File: src/rtl/fts_pkg.sv
package fts_pkg;

  typedef enum logic {
    SHARE_DYNAMIC = 1'b0,
    SHARE_STATIC  = 1'b1
  } share_mode_e;

  // Occupancy step: add, subtract, floor at zero, ceiling at lim.
  function automatic int unsigned occ_next(int unsigned cur, int unsigned add,
                                           int unsigned sub, int unsigned lim);
    int unsigned up;
    up = cur + add;
    if (up <= sub) return 0;
    up = up - sub;
    return (up > lim) ? lim : up;
  endfunction

  function automatic int unsigned umin(int unsigned a, int unsigned b);
    return (a < b) ? a : b;
  endfunction

  // Room left under a cap, zero once the cap is reached.
  function automatic int unsigned headroom(int unsigned cur, int unsigned cap);
    return (cur >= cap) ? 0 : cap - cur;
  endfunction

  function automatic int unsigned wrap_inc(int unsigned v, int unsigned n);
    return (v + 1 >= n) ? 0 : v + 1;
  endfunction

endpackage

File: src/rtl/fts_occupancy.sv
module fts_occupancy
  import fts_pkg::*;
#(
  parameter int NTHREADS = 4,
  parameter int WINDOW   = 32,
  parameter int DISP_MAX = 4,
  parameter int RET_MAX  = 4,
  localparam int CW = $clog2(WINDOW + 1),
  localparam int DW = $clog2(DISP_MAX + 1),
  localparam int RW = $clog2(RET_MAX + 1)
) (
  input  logic                   clk,
  input  logic                   rst_n,
  input  logic                   static_en,
  input  logic [NTHREADS*DW-1:0] disp_cnt,
  input  logic [NTHREADS*RW-1:0] ret_cnt,
  input  logic [NTHREADS*CW-1:0] sq_cnt,
  output logic [NTHREADS*CW-1:0] cnt_flat,
  output logic [CW-1:0]          occ_total,
  output logic                   win_full
);

  localparam int SHARE = WINDOW / NTHREADS;

  logic [CW-1:0] cnt_q [NTHREADS];
  logic [CW-1:0] grant [NTHREADS];
  logic [CW-1:0] total;
  share_mode_e   mode;

  assign mode = share_mode_e'(static_en);

  always_comb begin : sum_c
    int unsigned acc;
    acc = 0;
    for (int t = 0; t < NTHREADS; t++) acc = acc + 32'(cnt_q[t]);
    total = CW'(acc);
  end

  // Dispatch grants: ascending thread order out of the start-of-cycle free space.
  always_comb begin : grant_c
    int unsigned free_left;
    int unsigned room;
    int unsigned take;
    free_left = WINDOW - 32'(total);
    for (int t = 0; t < NTHREADS; t++) begin
      room = free_left;
      if (mode == SHARE_STATIC) room = umin(room, headroom(32'(cnt_q[t]), SHARE));
      take      = umin(32'(disp_cnt[t*DW +: DW]), room);
      grant[t]  = CW'(take);
      free_left = free_left - take;
    end
  end

  always_ff @(posedge clk or negedge rst_n) begin
    if (!rst_n) begin
      for (int t = 0; t < NTHREADS; t++) cnt_q[t] <= '0;
    end else begin
      for (int t = 0; t < NTHREADS; t++)
        cnt_q[t] <= CW'(occ_next(32'(cnt_q[t]), 32'(grant[t]),
                                 32'(ret_cnt[t*RW +: RW]) + 32'(sq_cnt[t*CW +: CW]),
                                 WINDOW));
    end
  end

  always_comb begin
    for (int t = 0; t < NTHREADS; t++) cnt_flat[t*CW +: CW] = cnt_q[t];
  end

  assign occ_total = total;
  assign win_full  = (total == CW'(WINDOW));

endmodule

File: src/rtl/fts_pick.sv
module fts_pick
  import fts_pkg::*;
#(
  parameter int NTHREADS = 4,
  parameter int CW       = 6,
  parameter int SHARE    = 8,
  localparam int TW = (NTHREADS > 1) ? $clog2(NTHREADS) : 1
) (
  input  logic [NTHREADS*CW-1:0] cnt_flat,
  input  logic [NTHREADS-1:0]    stall,
  input  logic                   static_en,
  input  logic [TW-1:0]          ptr,
  output logic [NTHREADS-1:0]    elig,
  output logic [TW-1:0]          sel_tid,
  output logic                   sel_vld
);

  for (genvar g = 0; g < NTHREADS; g++) begin : g_elig
    assign elig[g] = !stall[g] &&
                     (share_mode_e'(static_en) == SHARE_DYNAMIC ||
                      cnt_flat[g*CW +: CW] < CW'(SHARE));
  end

  // Scan from the pointer; strict less-than keeps the first of equal counts.
  always_comb begin : scan_c
    int unsigned idx;
    int unsigned c;
    int unsigned best;
    int unsigned pick;
    logic        found;
    found = 1'b0;
    best  = 0;
    pick  = 0;
    for (int k = 0; k < NTHREADS; k++) begin
      idx = (32'(ptr) + k) % NTHREADS;
      c   = 32'(cnt_flat[idx*CW +: CW]);
      if (elig[idx] && (!found || c < best)) begin
        found = 1'b1;
        best  = c;
        pick  = idx;
      end
    end
    sel_tid = TW'(pick);
    sel_vld = found;
  end

endmodule

File: src/rtl/smt_fetch_sel.sv
module smt_fetch_sel
  import fts_pkg::*;
#(
  parameter int NTHREADS = 4,
  parameter int WINDOW   = 32,
  parameter int DISP_MAX = 4,
  parameter int RET_MAX  = 4,
  localparam int CW = $clog2(WINDOW + 1),
  localparam int DW = $clog2(DISP_MAX + 1),
  localparam int RW = $clog2(RET_MAX + 1),
  localparam int TW = (NTHREADS > 1) ? $clog2(NTHREADS) : 1
) (
  input  logic                   clk,
  input  logic                   rst_n,
  input  logic                   static_mode,
  input  logic [NTHREADS-1:0]    stall,
  input  logic [NTHREADS*DW-1:0] disp_cnt,
  input  logic [NTHREADS*RW-1:0] ret_cnt,
  input  logic [NTHREADS*CW-1:0] sq_cnt,
  output logic [TW-1:0]          sel_tid,
  output logic                   sel_vld,
  output logic                   win_full
);

  localparam int SHARE = WINDOW / NTHREADS;

  logic [NTHREADS*CW-1:0] cnt_flat;
  logic [CW-1:0]          occ_total;
  logic [NTHREADS-1:0]    elig;
  logic [TW-1:0]          rr_ptr;

  fts_occupancy #(
    .NTHREADS(NTHREADS), .WINDOW(WINDOW), .DISP_MAX(DISP_MAX), .RET_MAX(RET_MAX)
  ) u_occ (
    .clk       (clk),
    .rst_n     (rst_n),
    .static_en (static_mode),
    .disp_cnt  (disp_cnt),
    .ret_cnt   (ret_cnt),
    .sq_cnt    (sq_cnt),
    .cnt_flat  (cnt_flat),
    .occ_total (occ_total),
    .win_full  (win_full)
  );

  fts_pick #(
    .NTHREADS(NTHREADS), .CW(CW), .SHARE(SHARE)
  ) u_pick (
    .cnt_flat  (cnt_flat),
    .stall     (stall),
    .static_en (static_mode),
    .ptr       (rr_ptr),
    .elig      (elig),
    .sel_tid   (sel_tid),
    .sel_vld   (sel_vld)
  );

  always_ff @(posedge clk or negedge rst_n) begin
    if (!rst_n)       rr_ptr <= '0;
    else if (sel_vld) rr_ptr <= TW'(wrap_inc(32'(sel_tid), NTHREADS));
  end

endmodule

File: config.mk
export PLATFORM = sky130hd
export DESIGN_NAME = smt_fetch_sel
export DESIGN_NICKNAME = d
export VERILOG_FILES = /design/src/rtl/fts_pkg.sv /design/src/rtl/fts_occupancy.sv /design/src/rtl/fts_pick.sv /design/src/rtl/smt_fetch_sel.sv
export SDC_FILE = /design/constraint.sdc
export NUM_CORES = 1
export LEC_CHECK = 0
export ABC_AREA = 1
export CAP_MARGIN = 20
export CORE_ASPECT_RATIO = 1.5
export CORE_MARGIN = 3
export CORE_UTILIZATION = 58
export DETAILED_ROUTE_END_ITERATION = 6
export PLACE_DENSITY = 0.88
export REMOVE_ABC_BUFFERS = 1
export SLEW_MARGIN = 20
export SYNTH_ARGS = -nofsm -noshare
export SYNTH_HDL_FRONTEND = slang
export SYNTH_SLANG_ARGS = --single-unit
export TNS_END_PERCENT = 10
File: constraint.sdc
create_clock -name clk -period 20.7 [get_ports clk]
set_input_delay 4.14 -clock clk [delete_from_list [all_inputs] [get_ports clk]]
set_output_delay 4.14 -clock clk [all_outputs]
set_load 0.01 [all_outputs]
# ---- Word level (Yosys, flattened, before mapping)
# Index checks and enable logic that the tools add are counted.
dict set report totals {
  output_inout_bits 4
  inputBits 55
  word_cells 143
  regBits 26
}
dict set report op_classes {
  addsub 27
  muxes 48
  n_eq_ne 1
  magnitude_cmp 32
  multipliers 4
  reduce_logical 21
  shift 4
  bitwise 1
}
# op n
set ops {}
lappend ops {{32-bit two-way mux} 17}
lappend ops {{24-bit by 33-bit indexed part select with 6-bit output} 4}
lappend ops {{32-bit by 6-bit > comparator with 1-bit output, second input constant} 4}
lappend ops {{32-bit less-or-equal comparator} 4}
lappend ops {{3-bit by 32-bit < comparator with 1-bit output} 4}
lappend ops {{32-bit < comparator} 4}
lappend ops {{6-bit by 32-bit < comparator with 1-bit output} 3}
lappend ops {{32-bit subtractor} 3}
lappend ops {{6-bit two-way mux} 10}
lappend ops {{7-bit by 7-bit subtractor with 8-bit output} 4}
lappend ops {{3-bit by 6-bit adder with 7-bit output} 4}
lappend ops {{6-bit by 6-bit adder with 7-bit output} 4}
lappend ops {{4-bit by 6-bit subtractor with 7-bit output, first input constant} 4}
lappend ops {{6-bit by 4-bit greater-or-equal comparator with 1-bit output, second input constant} 4}
lappend ops {{6-bit by 4-bit < comparator with 1-bit output, second input constant} 4}
lappend ops {{6-bit adder} 3}
lappend ops {{2-bit by 2-bit multiplier with 4-bit output, second input constant} 4}
lappend ops {{2-bit by 3-bit < comparator with 1-bit output, second input constant} 4}
lappend ops {{1-bit two-way mux} 12}
lappend ops {{2-bit two-way mux} 5}
lappend ops {{1-bit binary-select mux with 2-bit select} 4}
lappend ops {{1-bit logical AND} 7}
lappend ops {{1-bit zero test} 7}
lappend ops {{1-bit logical OR} 7}
lappend ops {{other kinds (7)} 8}

# ---- Longest topological paths before layout
dict set report depth {
  word_depth 32
  mapped_depth 159
  ltp_nobuf 156
}

# ---- By module
# A second synthesis with hierarchy kept.
dict set report unflattened {
  cells_unflattened 2176
  hier_area_um2 13426.6
}
# module seq_area_each_um2 cells_per_inst area_per_inst_um2 n_inst
set modules_own_cells {}
lappend modules_own_cells {fts_occupancy 600.6 1875 11880.1 1}
lappend modules_own_cells {fts_pick 0.0 290 1453.9 1}
lappend modules_own_cells {smt_fetch_sel 50.0 11 92.6 1}

# ---- Worst setup path before layout
# Ideal clock, no wire load.
dict set report synth_path {
  path_type {input to register}
  start {input static_mode}
  end {register u_occ.cnt_q (netlist bit u_occ.cnt_flat[18])}
  stages 128
  arrival_ns 21.485
  setup_time_ns 0.133
  path_slack_ns -0.918
  cell_sequence {buf_2 -> inv_1 -> nor2_1 -> clkinv_1 -> o21ai_0 -> inv_1 -> ha_1 -> a21boi_0 -> o2111ai_1 -> nand2_1 -> o21ai_0 -> inv_1 -> ha_1 -> nand3_1 -> nand2_1 -> a21oi_1 -> o21bai_1 -> nand2_1 -> [92 not listed] -> nor2_1 -> o21ai_1 -> a211oi_1 -> nand2_2 -> o21ai_1 -> ha_1 -> inv_1 -> fa_1 -> xnor2_1 -> ha_1 -> a21oi_1 -> nand2_1 -> a21oi_1 -> inv_1 -> a21oi_1 -> xor2_1 -> o2111ai_1 -> nor2_1}
}
dict set report synth_between {
  elab_chain_len 26
  elab_cells_between_ends 28
  classes_between {add/sub (5); order compare (9); mux (14)}
}
# item line_no
set synth_rtl {}
lappend synth_rtl {{from (decl)} smt_fetch_sel.sv:15} ;# input logic static_mode,
lappend synth_rtl {{32-bit two-way mux} fts_occupancy.sv:47} ;# if (mode == SHARE_STATIC) room = umin(room, headroom(32'(cnt_q[t]), SHARE));
lappend synth_rtl {{3-bit by 32-bit < comparator with 1-bit output} fts_pkg.sv:19} ;# return (a < b) ? a : b;
lappend synth_rtl {{32-bit two-way mux} fts_pkg.sv:19}
lappend synth_rtl {{32-bit subtractor} fts_occupancy.sv:50} ;# free_left = free_left - take;
lappend synth_rtl {{32-bit < comparator} fts_pkg.sv:19}
lappend synth_rtl {{32-bit two-way mux} fts_pkg.sv:19}
lappend synth_rtl {{32-bit two-way mux} fts_occupancy.sv:47}
lappend synth_rtl {{3-bit by 32-bit < comparator with 1-bit output} fts_pkg.sv:19}
lappend synth_rtl {{[10 not listed]} -}
lappend synth_rtl {{32-bit two-way mux (*)} fts_occupancy.sv:47}
lappend synth_rtl {{3-bit by 32-bit < comparator with 1-bit output} fts_pkg.sv:19}
lappend synth_rtl {{6-bit two-way mux (*)} fts_pkg.sv:19}
lappend synth_rtl {{6-bit by 6-bit adder with 7-bit output (*)} fts_pkg.sv:12} ;# up = cur + add;
lappend synth_rtl {{7-bit by 7-bit subtractor with 8-bit output} fts_pkg.sv:14} ;# up = up - sub;
lappend synth_rtl {{32-bit by 6-bit > comparator with 1-bit output} fts_pkg.sv:15} ;# return (up > lim) ? lim : up;
lappend synth_rtl {{6-bit two-way mux} fts_pkg.sv:15}
lappend synth_rtl {{6-bit two-way mux (*)} fts_pkg.sv:14}
lappend synth_rtl {{to (signal, indexed assignment)} fts_occupancy.sv:59} ;# cnt_q[t] <= CW'(occ_next(32'(cnt_q[t]), 32'(grant[t]),
lappend synth_rtl {{to (decl)} fts_occupancy.sv:25} ;# logic [CW-1:0] cnt_q [NTHREADS];
# Mark *: on every way between the ends. The rest lies on a longest branch, timed or not.
# A chain may end at the register's enable or synchronous reset.

# ---- Worst setup path after layout
# Ends and elaborated chain as after synthesis.

==> flow_summary_export.csv <==
group,metric,value,unit
run_status,status,"complete, but fails checks",
run_status,violations,"negative setup slack",
clock_network,cts_buffers,3,
global_route,overflow,0,
sta,rsz0062_at_grt,"yes",
routing,first_iter_violations,987,
synthesis,syn_avg_cell_area,6.66,um^2
min_path,hp-start,"rr_ptr[0]$_DFFE_PN0P_",
routing,drtPass1Iterations,6,
critical_path,critPathLaunchType,"input pin",
finish,drive_gt1_share,23.1,%
floorplanning,ioPinCount,59,
sta,slew_viol_final,0,
min_path,hold_end,"rr_ptr[0]$_DFFE_PN0P_",
synthesis,yosys.area.top_type,"ha_1",
critical_path,cp_max_fo,8,
routing,drt_wl_total,40.1,mm
min_path,hold_path_depth,3,
sta,fin_crit_sh,108,%
synthesis,synth_top_family_by_area,"adder cells",
floorplanning,row_count,64,
floorplanning,design.die.area,23000,um^2
critical_path,worst_r2r_path_depth,152,
critical_path,required,20.86,ns
clock_network,cts_tree,"built",
placement,dpl.hpwl,29.8,mm
sta,worst_slack,-1.57,ns
synthesis,yosys-top-cells-count,"nand2_1, inv_1, ha_1",
critical_path,slowest_stage,"o2111ai_2",
critical_path,path_buf_inv,22,
synthesis,ys_seq_area_share,5.29,%
clock_network,cts_hold_buffers,0,
synthesis,ys_ff_latch,26,
critical_path,crit_path_frequent_cell,"nand2_2",
routing,vias,14300,
min_path,timing.hold.worst.class,"reg2reg",
finish,fillers,1348,
routing,via_per_inst,5.80,
clock_network,clk_latency,0.27,ns
flow_run,drv_cap,0,
finish,fin_nets,2556,
finish,syn_to_final_growth,32.6,%
global_route,grt_pass1_vias,14200,
critical_path,r2r-end,"u_occ.cnt_flat[18]$_DFF_PN0_",
critical_path,critPathCaptureType,"flop",
sta,maxSlewHeadroom,9.43,%
synthesis,synth_warnings,0,
synthesis,synth_area_leaders,"ha_1, nand2_1, inv_1",
clock_network,h-tree-depth,1,
synthesis,synth-edff-count,0,
clock_network,clockBufferDepth,2,
routing,ant_nets,0,
synthesis,synthMuxAreaShare,0,%
critical_path,critPathTopFamily,"compound AO/OA/AOI/OAI gates",
finish,stdcell_area,16300,um^2
critical_path,slowest_delay,0.37,ns
finish,antennaDiodeCount,0,
sta,finalCriticalPeriod,22.27,ns
synthesis,synthArstFlopShare,100,%
synthesis,synth_top_cell_area_share,27.7,%
critical_path,path_class,"in2reg",
floorplanning,core-area,20600,um^2
sta,whs,0.858,ns
placement,placed_cell_area,14900,um^2
synthesis,synth_ff_type,"dfrtp_1",
placement,port_buffers,58,
global_route,grtUsageTotal,30.3,%
global_route,grt_max_degree,57,
floorplanning,die_h,184,um
synthesis,syn_area,12300,um^2
placement,routabilityCongestion,0.971,
synthesis,yosysUniqueCellTypes,65,
synthesis,synth-simple-area-share,24.1,%
sta,setup_violations,6,
sta,max_freq,0.0449,GHz
critical_path,rrSetupSlack,-1.40,ns
sta,setup_tns,-9.24,ns
routing,drcViolationCount,0,
placement,pre_cts_ws,-2.30,ns
sta,hold_violations,0,
sta,worst_slew_pin_slew,1.36,ns
floorplanning,die_x,125,um
finish,multi_input_area,11600,um^2
synthesis,synth-compound-area-share,20.3,%
global_route,grt_antenna_before_repair,1,
sta,skew,0.00331,ns
synthesis,syn_inst,1845,
clock_network,cts.sinks,26,
global_route,grt_pass1_wl,59.9,mm
routing,wl_per_cell,16.3,um
synthesis,yosys.area_share.xor_xnor,8.61,%
synthesis,synthAdderAreaFrac,31.7,%
synthesis,post-synth-top-count-cell,"nand2_1",
finish,ff_latch_area,651,um^2
floorplanning,start_util,59.8,%
clock_network,clockRootBuffer,"clkbuf_16",
critical_path,arrival,22.43,ns
critical_path,worstReg2RegStart,"u_occ.cnt_flat[1]$_DFF_PN0_",
clock_network,clk_pin_slew_worst_paths,0.07,ns
==> cell usage in the layout (no fill, tap or decap), types with 26 or more instances in the layout <==
cell type,n
a21oi_1,142
buf_4,242
clkdlybuf4s50_1,57
conb_1,72
dfrtp_1,26
ha_1,234
ha_4,30
inv_1,262
inv_2,26
nand2_1,374
nand2_2,46
nand3_1,72
nor2_1,81
o21ai_0,93
o21ai_2,28
xnor2_1,45
xor2_1,70
==> worst max path at each step <==
stage                      startpoint                            to  depth (start not counted)  slack (ns)
after global routing      static_mode  u_occ.cnt_flat[18]$_DFF_PN0_                        134       -2.66
final                     static_mode  u_occ.cnt_flat[18]$_DFF_PN0_                        137       -1.57
after CTS                 static_mode  u_occ.cnt_flat[19]$_DFF_PN0_                        138       -0.78
after detailed placement  static_mode  u_occ.cnt_flat[19]$_DFF_PN0_                        132       -2.30
after global placement    static_mode  u_occ.cnt_flat[18]$_DFF_PN0_                        123       -1.42
after floorplan           static_mode  u_occ.cnt_flat[18]$_DFF_PN0_                        124       -1.24
==> sequential cells by signal, indices dropped and copies added (netlist names) <==
signal and flops:
rr_ptr 2, u_occ.cnt_flat 24
==> per-stage QoR <==
| stage | util (%) | instances |
|---|---|---|
| 5_1_grt | 79.2 | 2467 |
| 3_3_place_gp | 72.3 | 2418 |
| 6_report | 79.2 | 2467 |
| 2_1_floorplan | - | 1891 |
| 4_1_cts | 74.8 | 2441 |
| 3_5_place_dp | 72.3 | 2418 |
==> routing by layer <==
metal  wire (um)  up-vias  global-route usage, %
met2       21500      598                   63.4
li1            -     6859                      -
met4        3130        2                   18.4
met3        1670      256                   2.20
met1       13800     6599                   27.9
met5          13        -                      0
==> layout make-up <==
type,instances,share of cell area (%)
tap,264,2.03
multi-input combinational,1573,71.4
clock buffer,4,0.545
sequential,26,3.99
timing repair buffer,308,15.3
inverter,292,6.77
==> tightest hold or removal path, cell delays in order (launching register included) <==
cell     delay, ns
dfrtp_1       0.36
buf_4         0.28
nand2_1       0.13
nand2_1       0.05
==> cells by family after synthesis <==
group | Yosys count
AO/OA/AOI/OAI | 408
XOR/XNOR | 120
adder cells (fa/ha/maj) | 297
buffers and inverters | 316
flip-flops | 26
other | 2
AND/OR/NAND/NOR | 676
==> repair_timing <==
action / 4_1_cts / 5_1_grt
setup endpoints to repair: 6 / 6
gates resized for setup: 69 / 157
pin swaps: 29 / 134
buffers inserted: 19 / 26
Power is not shown: default switching activity piles up to over one toggle a cycle in this logic, so the estimate is an artifact.
